`src/rtl/nst_pkg.sv`:
```
`timescale 1ns/1ps
package nst_pkg;

    typedef enum logic [2:0] {
        ST_IDLE  = 3'd0,
        ST_SETUP = 3'd1,
        ST_PULSE = 3'd2,
        ST_HOLD  = 3'd3,
        ST_DONE  = 3'd4
    } phase_e;

    localparam logic [1:0] KIND_CMD  = 2'd0;
    localparam logic [1:0] KIND_ADDR = 2'd1;

    localparam int TF_W = 4;

endpackage

```
`src/rtl/nst_timing_sel.sv`:
```
`timescale 1ns/1ps
module nst_timing_sel #(
    parameter int FIELD_W = 4
) (
    input  logic [8*FIELD_W-1:0] cfg,
    input  logic                 sel_read,
    input  logic                 wait_read,
    output logic [FIELD_W-1:0]   setup_n,
    output logic [FIELD_W-1:0]   width_n,
    output logic [FIELD_W-1:0]   hold_n,
    output logic [FIELD_W-1:0]   wait_n
);
    localparam int GRP_W = 4 * FIELD_W;

    // group 0 times reads, group 1 times writes
    logic [FIELD_W-1:0] f_setup [2];
    logic [FIELD_W-1:0] f_hold  [2];
    logic [FIELD_W-1:0] f_width [2];
    logic [FIELD_W-1:0] f_wait  [2];

    for (genvar g = 0; g < 2; g++) begin : g_grp
        assign f_setup[g] = cfg[g*GRP_W + 0*FIELD_W +: FIELD_W];
        assign f_hold[g]  = cfg[g*GRP_W + 1*FIELD_W +: FIELD_W];
        assign f_width[g] = cfg[g*GRP_W + 2*FIELD_W +: FIELD_W];
        assign f_wait[g]  = cfg[g*GRP_W + 3*FIELD_W +: FIELD_W];
    end

    assign setup_n = sel_read  ? f_setup[0] : f_setup[1];
    assign hold_n  = sel_read  ? f_hold[0]  : f_hold[1];
    assign width_n = sel_read  ? f_width[0] : f_width[1];
    assign wait_n  = wait_read ? f_wait[0]  : f_wait[1];

endmodule

```
`src/rtl/nst_phase_cnt.sv`:
```
`timescale 1ns/1ps
module nst_phase_cnt #(
    parameter int W = 4
) (
    input  logic         clk,
    input  logic         rst_n,
    input  logic         load,
    input  logic [W-1:0] load_val,
    output logic         zero
);
    logic [W-1:0] cnt_d, cnt_q;

    always_comb begin
        cnt_d = cnt_q;
        if (load) begin
            cnt_d = load_val;
        end else if (cnt_q != '0) begin
            cnt_d = cnt_q - 1'b1;
        end
    end

    always_ff @(posedge clk or negedge rst_n) begin
        if (!rst_n) cnt_q <= '0;
        else        cnt_q <= cnt_d;
    end

    assign zero = (cnt_q == '0);

endmodule

```
`src/rtl/nst_rdy_wait.sv`:
```
`timescale 1ns/1ps
module nst_rdy_wait #(
    parameter int FIELD_W = 4
) (
    input  logic               clk,
    input  logic               rst_n,
    input  logic               start,
    input  logic [FIELD_W-1:0] pairs,
    output logic               idle
);
    localparam int CW = FIELD_W + 1;

    logic [CW-1:0] left_d, left_q;

    always_comb begin
        left_d = left_q;
        if (start) begin
            left_d = {pairs, 1'b0};
        end else if (left_q != '0) begin
            left_d = left_q - 1'b1;
        end
    end

    always_ff @(posedge clk or negedge rst_n) begin
        if (!rst_n) left_q <= '0;
        else        left_q <= left_d;
    end

    assign idle = (left_q == '0);

endmodule

```
`src/rtl/nand_strobe_timer.sv`:
```
`timescale 1ns/1ps
module nand_strobe_timer
    import nst_pkg::*;
#(
    parameter int FIELD_W = TF_W,
    parameter int DATA_W  = 8,
    parameter int WORD_W  = 32
) (
    input  logic                 clk,
    input  logic                 rst_n,
    input  logic [8*FIELD_W-1:0] timing_cfg,
    input  logic                 req_valid,
    input  logic [1:0]           req_kind,
    input  logic                 req_write,
    input  logic [DATA_W-1:0]    req_wdata,
    input  logic                 ready_pin,
    input  logic [DATA_W-1:0]    bus_din,
    output logic                 we_n,
    output logic                 re_n,
    output logic                 cle,
    output logic                 ale,
    output logic                 ce_n,
    output logic                 bus_oe,
    output logic [DATA_W-1:0]    bus_dout,
    output logic [WORD_W-1:0]    rdata,
    output logic                 done,
    output logic                 ready_stat
);
    localparam int PAD_W = WORD_W - DATA_W;

    typedef struct packed {
        phase_e              phase;
        logic [1:0]          kind;
        logic                is_rd;
        logic                wait_rd;
        logic [DATA_W-1:0]   wdata;
        logic [WORD_W-1:0]   rdata;
        logic                we_n;
        logic                re_n;
        logic                cle;
        logic                ale;
        logic                ce_n;
        logic                oe;
        logic [DATA_W-1:0]   dout;
        logic                done;
    } ctl_t;

    localparam ctl_t CTL_RST = '{
        phase:   ST_IDLE,
        kind:    2'd0,
        is_rd:   1'b0,
        wait_rd: 1'b0,
        wdata:   '0,
        rdata:   '0,
        we_n:    1'b1,
        re_n:    1'b1,
        cle:     1'b0,
        ale:     1'b0,
        ce_n:    1'b1,
        oe:      1'b0,
        dout:    '0,
        done:    1'b0
    };

    ctl_t d, q;

    logic               fire;
    logic               in_is_rd;
    logic               sel_read;
    logic [FIELD_W-1:0] setup_n, width_n, hold_n, wait_n;
    logic               cnt_load;
    logic [FIELD_W-1:0] cnt_val;
    logic               cnt_zero;
    logic               wait_start;
    logic               wait_idle;
    logic               active;

    // kinds 2 and 3 are data; only a data cycle can be a read
    assign in_is_rd = req_kind[1] & ~req_write;
    assign sel_read = (q.phase == ST_IDLE) ? in_is_rd : q.is_rd;
    assign fire     = req_valid & (q.phase == ST_IDLE) & wait_idle & ready_pin;

    nst_timing_sel #(.FIELD_W(FIELD_W)) u_sel (
        .cfg       (timing_cfg),
        .sel_read  (sel_read),
        .wait_read (q.wait_rd),
        .setup_n   (setup_n),
        .width_n   (width_n),
        .hold_n    (hold_n),
        .wait_n    (wait_n)
    );

    nst_phase_cnt #(.W(FIELD_W)) u_cnt (
        .clk      (clk),
        .rst_n    (rst_n),
        .load     (cnt_load),
        .load_val (cnt_val),
        .zero     (cnt_zero)
    );

    nst_rdy_wait #(.FIELD_W(FIELD_W)) u_wait (
        .clk   (clk),
        .rst_n (rst_n),
        .start (wait_start),
        .pairs (wait_n),
        .idle  (wait_idle)
    );

    always_comb begin
        d          = q;
        cnt_load   = 1'b0;
        cnt_val    = '0;
        wait_start = 1'b0;

        unique case (q.phase)
            ST_IDLE: begin
                if (fire) begin
                    d.phase   = ST_SETUP;
                    d.kind    = req_kind;
                    d.is_rd   = in_is_rd;
                    d.wait_rd = ~req_write;
                    d.wdata   = req_wdata;
                    cnt_load  = 1'b1;
                    cnt_val   = setup_n;
                end
            end
            ST_SETUP: begin
                if (cnt_zero) begin
                    d.phase  = ST_PULSE;
                    cnt_load = 1'b1;
                    cnt_val  = width_n;
                end
            end
            ST_PULSE: begin
                if (cnt_zero) begin
                    d.phase  = ST_HOLD;
                    cnt_load = 1'b1;
                    cnt_val  = hold_n;
                    if (q.is_rd) begin
                        d.rdata = {{PAD_W{1'b0}}, bus_din};
                    end
                end
            end
            ST_HOLD: begin
                if (cnt_zero) begin
                    d.phase    = ST_DONE;
                    wait_start = (q.kind == KIND_CMD);
                end
            end
            ST_DONE: begin
                d.phase = ST_IDLE;
            end
            default: begin
                d.phase = ST_IDLE;
            end
        endcase

        // pin levels follow the phase being entered, so they leave a register
        active = (d.phase == ST_SETUP) || (d.phase == ST_PULSE) || (d.phase == ST_HOLD);
        d.ce_n = ~active;
        d.cle  = active & (d.kind == KIND_CMD);
        d.ale  = active & (d.kind == KIND_ADDR);
        d.oe   = active & ~d.is_rd;
        d.dout = d.oe ? d.wdata : '0;
        d.we_n = ~((d.phase == ST_PULSE) & ~d.is_rd);
        d.re_n = ~((d.phase == ST_PULSE) &  d.is_rd);
        d.done = (d.phase == ST_DONE);
    end

    always_ff @(posedge clk or negedge rst_n) begin
        if (!rst_n) q <= CTL_RST;
        else        q <= d;
    end

    assign we_n       = q.we_n;
    assign re_n       = q.re_n;
    assign cle        = q.cle;
    assign ale        = q.ale;
    assign ce_n       = q.ce_n;
    assign bus_oe     = q.oe;
    assign bus_dout   = q.dout;
    assign rdata      = q.rdata;
    assign done       = q.done;
    assign ready_stat = wait_idle & ready_pin;

endmodule

```
`config.mk`:
```
export PLATFORM = sky130hd
export DESIGN_NAME = nand_strobe_timer
export DESIGN_NICKNAME = d
export VERILOG_FILES = /design/src/rtl/nst_pkg.sv /design/src/rtl/nst_timing_sel.sv /design/src/rtl/nst_phase_cnt.sv /design/src/rtl/nst_rdy_wait.sv /design/src/rtl/nand_strobe_timer.sv
export SDC_FILE = /design/constraint.sdc
export NUM_CORES = 1
export LEC_CHECK = 0
export BUFFER_PORTS_ARGS = -buffer_cell sky130_fd_sc_hd__buf_2
export CORE_UTILIZATION = 43
export CTS_CLUSTER_SIZE = 24
export DETAILED_ROUTE_END_ITERATION = 8
export PLACE_DENSITY = 0.83
export SYNTH_ARGS = -nofsm -noshare
export SYNTH_HDL_FRONTEND = slang
export SYNTH_SLANG_ARGS = --single-unit
```
`constraint.sdc`:
```
create_clock -name clk -period 5.8 [get_ports clk]
set_input_delay 0.87 -clock clk [delete_from_list [all_inputs] [get_ports clk]]
set_output_delay 0.87 -clock clk [all_outputs]
set_load 0.01 [all_outputs]
```
# --- Word level (Yosys, flattened, before mapping) ---
# Cells that the tools add are included.
word_totals:
  register_bits: 47
  output_inout_bits: 48
  elab_cells: 80
  inputBits: 55
classes:
  n_eq_ne: 8
  addsub: 2
  bitwise: 15
  mux: 25
  n_reduce_logical: 14
ops:
  columns: ["op", "n"]
  rows:
  - ["two-way mux 4 bit", 9]
  - ["two-way mux 15 bit", 1]
  - ["equality test 3 x 2 -> 1 bit (second input constant)", 4]
  - ["two-way mux 12 bit", 1]
  - ["case mux 3 bit (4 select lines)", 1]
  - ["case mux 4 bit (3 select lines)", 1]
  - ["bitwise AND 1 bit", 10]
  - ["two-way mux 5 bit", 2]
  - ["two-way mux 3 bit", 3]
  - ["two-way mux 8 bit", 1]
  - ["equality test 3 x 1 -> 1 bit (second input constant)", 2]
  - ["zero test 5 bit", 1]
  - ["two-way mux 1 bit", 5]
  - ["NOT 1 bit", 5]
  - ["nonzero test 5 bit", 1]
  - ["subtractor 5 x 1 -> 5 bit (second input constant)", 1]
  - ["zero test 2 bit", 2]
  - ["zero test 4 bit", 1]
  - ["nonzero test 2 bit", 2]
  - ["nonzero test 4 bit", 1]
  - ["subtractor 4 x 1 -> 4 bit (second input constant)", 1]
  - ["equality test 3 bit (second input constant)", 1]
  - ["zero test 3 bit", 1]
  - ["AND reduction 3 bit", 1]
  - ["5 further kinds", 6]

# --- Longest topological paths before layout ---
logic_depth:
  word_depth: 11
  depth_mapped: 9
  mapped_depth_nobuf: 7

# --- Cells and area by module ---
# A second synthesis with hierarchy kept.
hier_totals:
  hier_cells: 235
  area_unflattened_um2: 2685.1
modules_own_cells:
  columns: ["module", "n_inst", "cells_per_inst", "area_per_inst_um2", "seq_area_each_um2"]
  rows:
  - ["nand_strobe_timer", 1, 170, 1944.4, 954.7]
  - ["nst_rdy_wait", 1, 26, 277.8, 125.1]
  - ["nst_phase_cnt", 1, 22, 234.0, 100.1]
  - ["nst_timing_sel", 1, 17, 229.0, 0.0]

# --- Least setup slack after synthesis ---
# No wires, ideal clock.
synth_path:
  kind: "flip-flop to flip-flop"
  from: "register u_wait.left_q[0]"
  to: "register q (netlist bit bus_dout[0])"
  path_buffers: 2
  slack_ps: 3490
  arrival_time_ps: 2237
  period_less_slack_ps: 2310
  required_ps: 5727
  setup_ps: 73
  path_stages_with_launch: 10
  path_cell_list: "dfrtp_1 inv_1 ha_1 or4b_1 buf_2 or4_4 buf_6 o22ai_4 nand2_4 a21oi_2"
synth_lines:
  columns: ["item", "line", "text"]
  rows:
  - ["from (decl)", "nst_rdy_wait.sv:13", "logic [CW-1:0] left_d, left_q;"]
  - ["from (signal assigned)", "nst_rdy_wait.sv:26", "else left_q <= left_d;"]
  - ["to (signal assigned)", "nand_strobe_timer.sv:171", "if (!rst_n) q <= CTL_RST;"]
  - ["to (signal assigned)", "nand_strobe_timer.sv:172", "else q <= d;"]
  - ["to (decl)", "nand_strobe_timer.sv:65", "ctl_t d, q;"]

# --- Worst setup path after layout ---
layout_path:
  from: "register u_wait.left_q[0]"
  to: "output port ready_stat"
layout_between:
  elab_chain_cells: 2
layout_rtl:
  columns: ["item", "line", "text"]
  rows:
  - ["zero test 5 bit", "nst_rdy_wait.sv:29", "assign idle = (left_q == '0);"]
  - ["bitwise AND 1 bit", "nand_strobe_timer.sv:184", "assign ready_stat = wait_idle & ready_pin;"]
  - ["to (decl)", "nand_strobe_timer.sv:27", "output logic ready_stat"]
# No other way between the ends.

==> results.ini <==
[routing]
viasPerCell = 4.91
postRouteWirelength_um = 5150
vias = 1979
drc = 0
firstDrtPassIters = 4
drt_first_iter_violations = 108
drtAntennaViolNets = 0
drt-wirelength-per-cell_um = 12.8

[run_status]
status = complete, no violations

[synthesis]
synthesis.area_sq_um = 2600
synth_seq_area_share_pct = 45.3
async_flop_share_pct = 100
ys_types = 49
syn_avg_cell_area_sq_um = 9.72
yosysWarningCount = 0
yosys_register_bits = 47
synthFlopType = dfrtp_1
yosys.area.top_type = dfrtp_1
synth_top_area_share_pct = 42.3
synth_area_leaders = dfrtp_1 (42%), buf_4 (12%), nand2_1 (6.9%), mux2_2 (5.2%), dfstp_2 (3.0%)
synth_edf_count = 0
synthesis.instances = 268

[clock_network]
cts_hold_buffers = 0
htreeDepth = 2
clock_path_buffers = 2
cts-root-buf = clkbuf_8
clkTransAtPathRegs_ns = 0.09
cts_setup_buffers = 0
clkLatencyLatePin_ns = 0.30
cts_made_buffers = 5
cts_tree = yes
clock-sinks = 47
post_cts_resize_count = 0

[global_route]
grt_pass1_wl_um = 8250
grt_pass1_vias = 1835
overflow = 0
antenna_found_initial = 0
gr-usage-all-layers_pct = 16.8
grt_max_degree = 48

[sta]
setup_viol = 0
rsz0062_at_grt = false
fin_tns_setup_ns = 0
maxSlewViolCount = 0
period_share_pct = 44.8
clock-skew-final_ns = 0.00956
finalCriticalPeriod_ns = 2.60
worst_slew_pin_slew_ns = 1.01
finalHoldViolCount = 0
whs_ns = 0.481
max_freq_mhz = 385
max_slew_margin_pct = 32.5

[power]
seqPwrFrac_pct = 41.8
ir_drop_mv = 0.237
clkPwrFrac_pct = 18.6
combPwrFrac_pct = 39.6
p_leak_nw = 1.48
power.net_switching_uw = 482
p_int_uw = 822
sw_frac_of_total_pct = 37.0
p_per_area_nw_per_um2 = 441

[die]
core_region_area_sq_um = 5680
die-width_um = 79.8
ios = 103
fp-row-count = 27
start_util_pct = 45.9
die-area_sq_um = 6370
die_h_um = 79.8

[final_layout]
drive_above_1_share_pct = 34.7
syn2layout_area_growth_pct = 13.5
nets = 388
nFillCells = 542
n_antenna_cell = 0

[min_path]
worstHoldPathType = flop to flop

[critical_path]
required_ns = 4.93
max_stage_delay_ns = 0.40
crit_chain = inv_1 > ha_1 > nor4b_1 > and2_1 > buf_2
slowest_stage = dfrtp_1
crit_path_end_kind = output port
critPathLaunchType = flop
worstSetupPathType = flop to output port
cp_max_fo = 3
arrival_ns = 1.73

[placed_design]
place.gp.congestion = 0.864
dp_hpwl_um = 3850
numPortBuffers = 78

[flow_run]
cap_viol_max_count = 0

==> synth_stat cells (2+ instances only) <==
library cell / number
o21a_1: 3
clkbuf_1: 3
xor2_1: 2
mux2i_1: 4
o21ai_0: 9
xnor2_1: 2
buf_4: 40
mux2_2: 12
dfstp_2: 3
nor2b_1: 4
a21oi_2: 8
nor2_1: 9
nand3b_1: 4
a22oi_1: 4
dfrtp_1: 44
a21oi_1: 13
nand2_1: 48
buf_2: 2
nand2b_1: 3
ha_1: 3
nor3_1: 9
inv_1: 7
a221oi_1: 2
nand3_1: 5
==> layout by cell type, fill, tap and decap left out, types with 4 or more instances in the layout <==
cell	count
nor2b_1	4
mux2_2	12
buf_2	78
mux2i_1	4
conb_1	24
inv_1	7
dfrtp_1	44
a22oi_1	4
nand3b_1	4
nand3_1	5
nor3_1	9
clkbuf_8	5
a21oi_2	8
o21ai_0	9
a21oi_1	13
nand2_1	48
nor2_1	9
==> cell families after synthesis <==
| logic type | share of synthesized area [%] |
|---|---|
| fa+ha+maj | 1.44 |
| simple gates | 17.6 |
| xor+xnor | 1.35 |
| buf+inv | 13.9 |
| mux | 6.72 |
| other cells | 0.144 |
| flops | 45.3 |
| compound gates | 13.5 |
==> flip-flops by register name, summed over array words and instances (netlist names), 4 cells and up <==
signal,count
bus_dout,8
q,15
rdata,8
u_cnt.cnt_q,4
u_wait.left_q,5
==> stage by stage <==
stage	setup slack, ns	util [%]	std cells	instance area (sq um)	power [mW]
after detailed placement	3.13	50.1	395	2840	1.07
after CTS	3.17	52.1	403	2960	1.32
after global placement	3.22	50.1	395	2840	1.05
final	3.20	52.1	403	2960	1.30
after global routing	3.02	52.1	403	2960	1.41
after floorplan	3.49	-	291	2690	0.969
==> metal layers <==
metal / GRT usage (%) / share of wire, % / up-vias
li1: - / - / 981
met1: 21.2 / 44 / 903
met2: 29.6 / 48 / 88
met3: 3.54 / 7.1 / 7
met4: 3.21 / 0.89 / 0
met5: 0 / 0 / -
==> worst max-delay path, delay by kind of cell, from the launching register on <==
| family | cells | cell delay [ns] |
|---|---|---|
| adder cells (fa/ha/maj) | 1 | 0.20 |
| buffers and inverters | 2 | 0.24 |
| flip-flops | 1 | 0.40 |
| AND/OR/NAND/NOR | 2 | 0.59 |
==> final timing paths <==
path | from | cells after the start | end | slack [ns]
setup reg to reg | u_wait.left_q[0]$_DFFE_PN0P_ | 7 | bus_dout[1]$_DFF_PN0_ | 3.22
max in group asynchronous | rst_n | 1 | u_cnt.cnt_q[2]$_DFFE_PN0P_ | 4.43
hold / removal | q[50]$_DFF_PN0_ | 2 | q[50]$_DFF_PN0_ | 0.48
setup / recovery | u_wait.left_q[0]$_DFFE_PN0P_ | 5 | ready_stat | 3.20
hold reg to reg | q[50]$_DFF_PN0_ | 2 | q[50]$_DFF_PN0_ | 0.48
min in group asynchronous | rst_n | 1 | done$_DFF_PN0_ | 0.73
==> power groups by stage <==
stage               Sequential, mW  Clock (mW)  Combinational (mW)
detailed placement           0.549           0               0.524
CTS                          0.545       0.250               0.526
finish                       0.544       0.243               0.517
global route                 0.561       0.265               0.585
global placement             0.546           0               0.508
floorplan                    0.525           0               0.443
==> cell type report <==
cell class	count	area, sq um	area share, %
clock buffers	5	68.8	2.33
clock inverters	3	46.3	1.57
inverters	7	26.3	0.888
multi-input cells	190	1150	38.8
flip-flops and latches	47	1180	39.9
well taps	72	90.1	3.05
repair buffers	79	398	13.5
(Power assumes the default switching activity.)
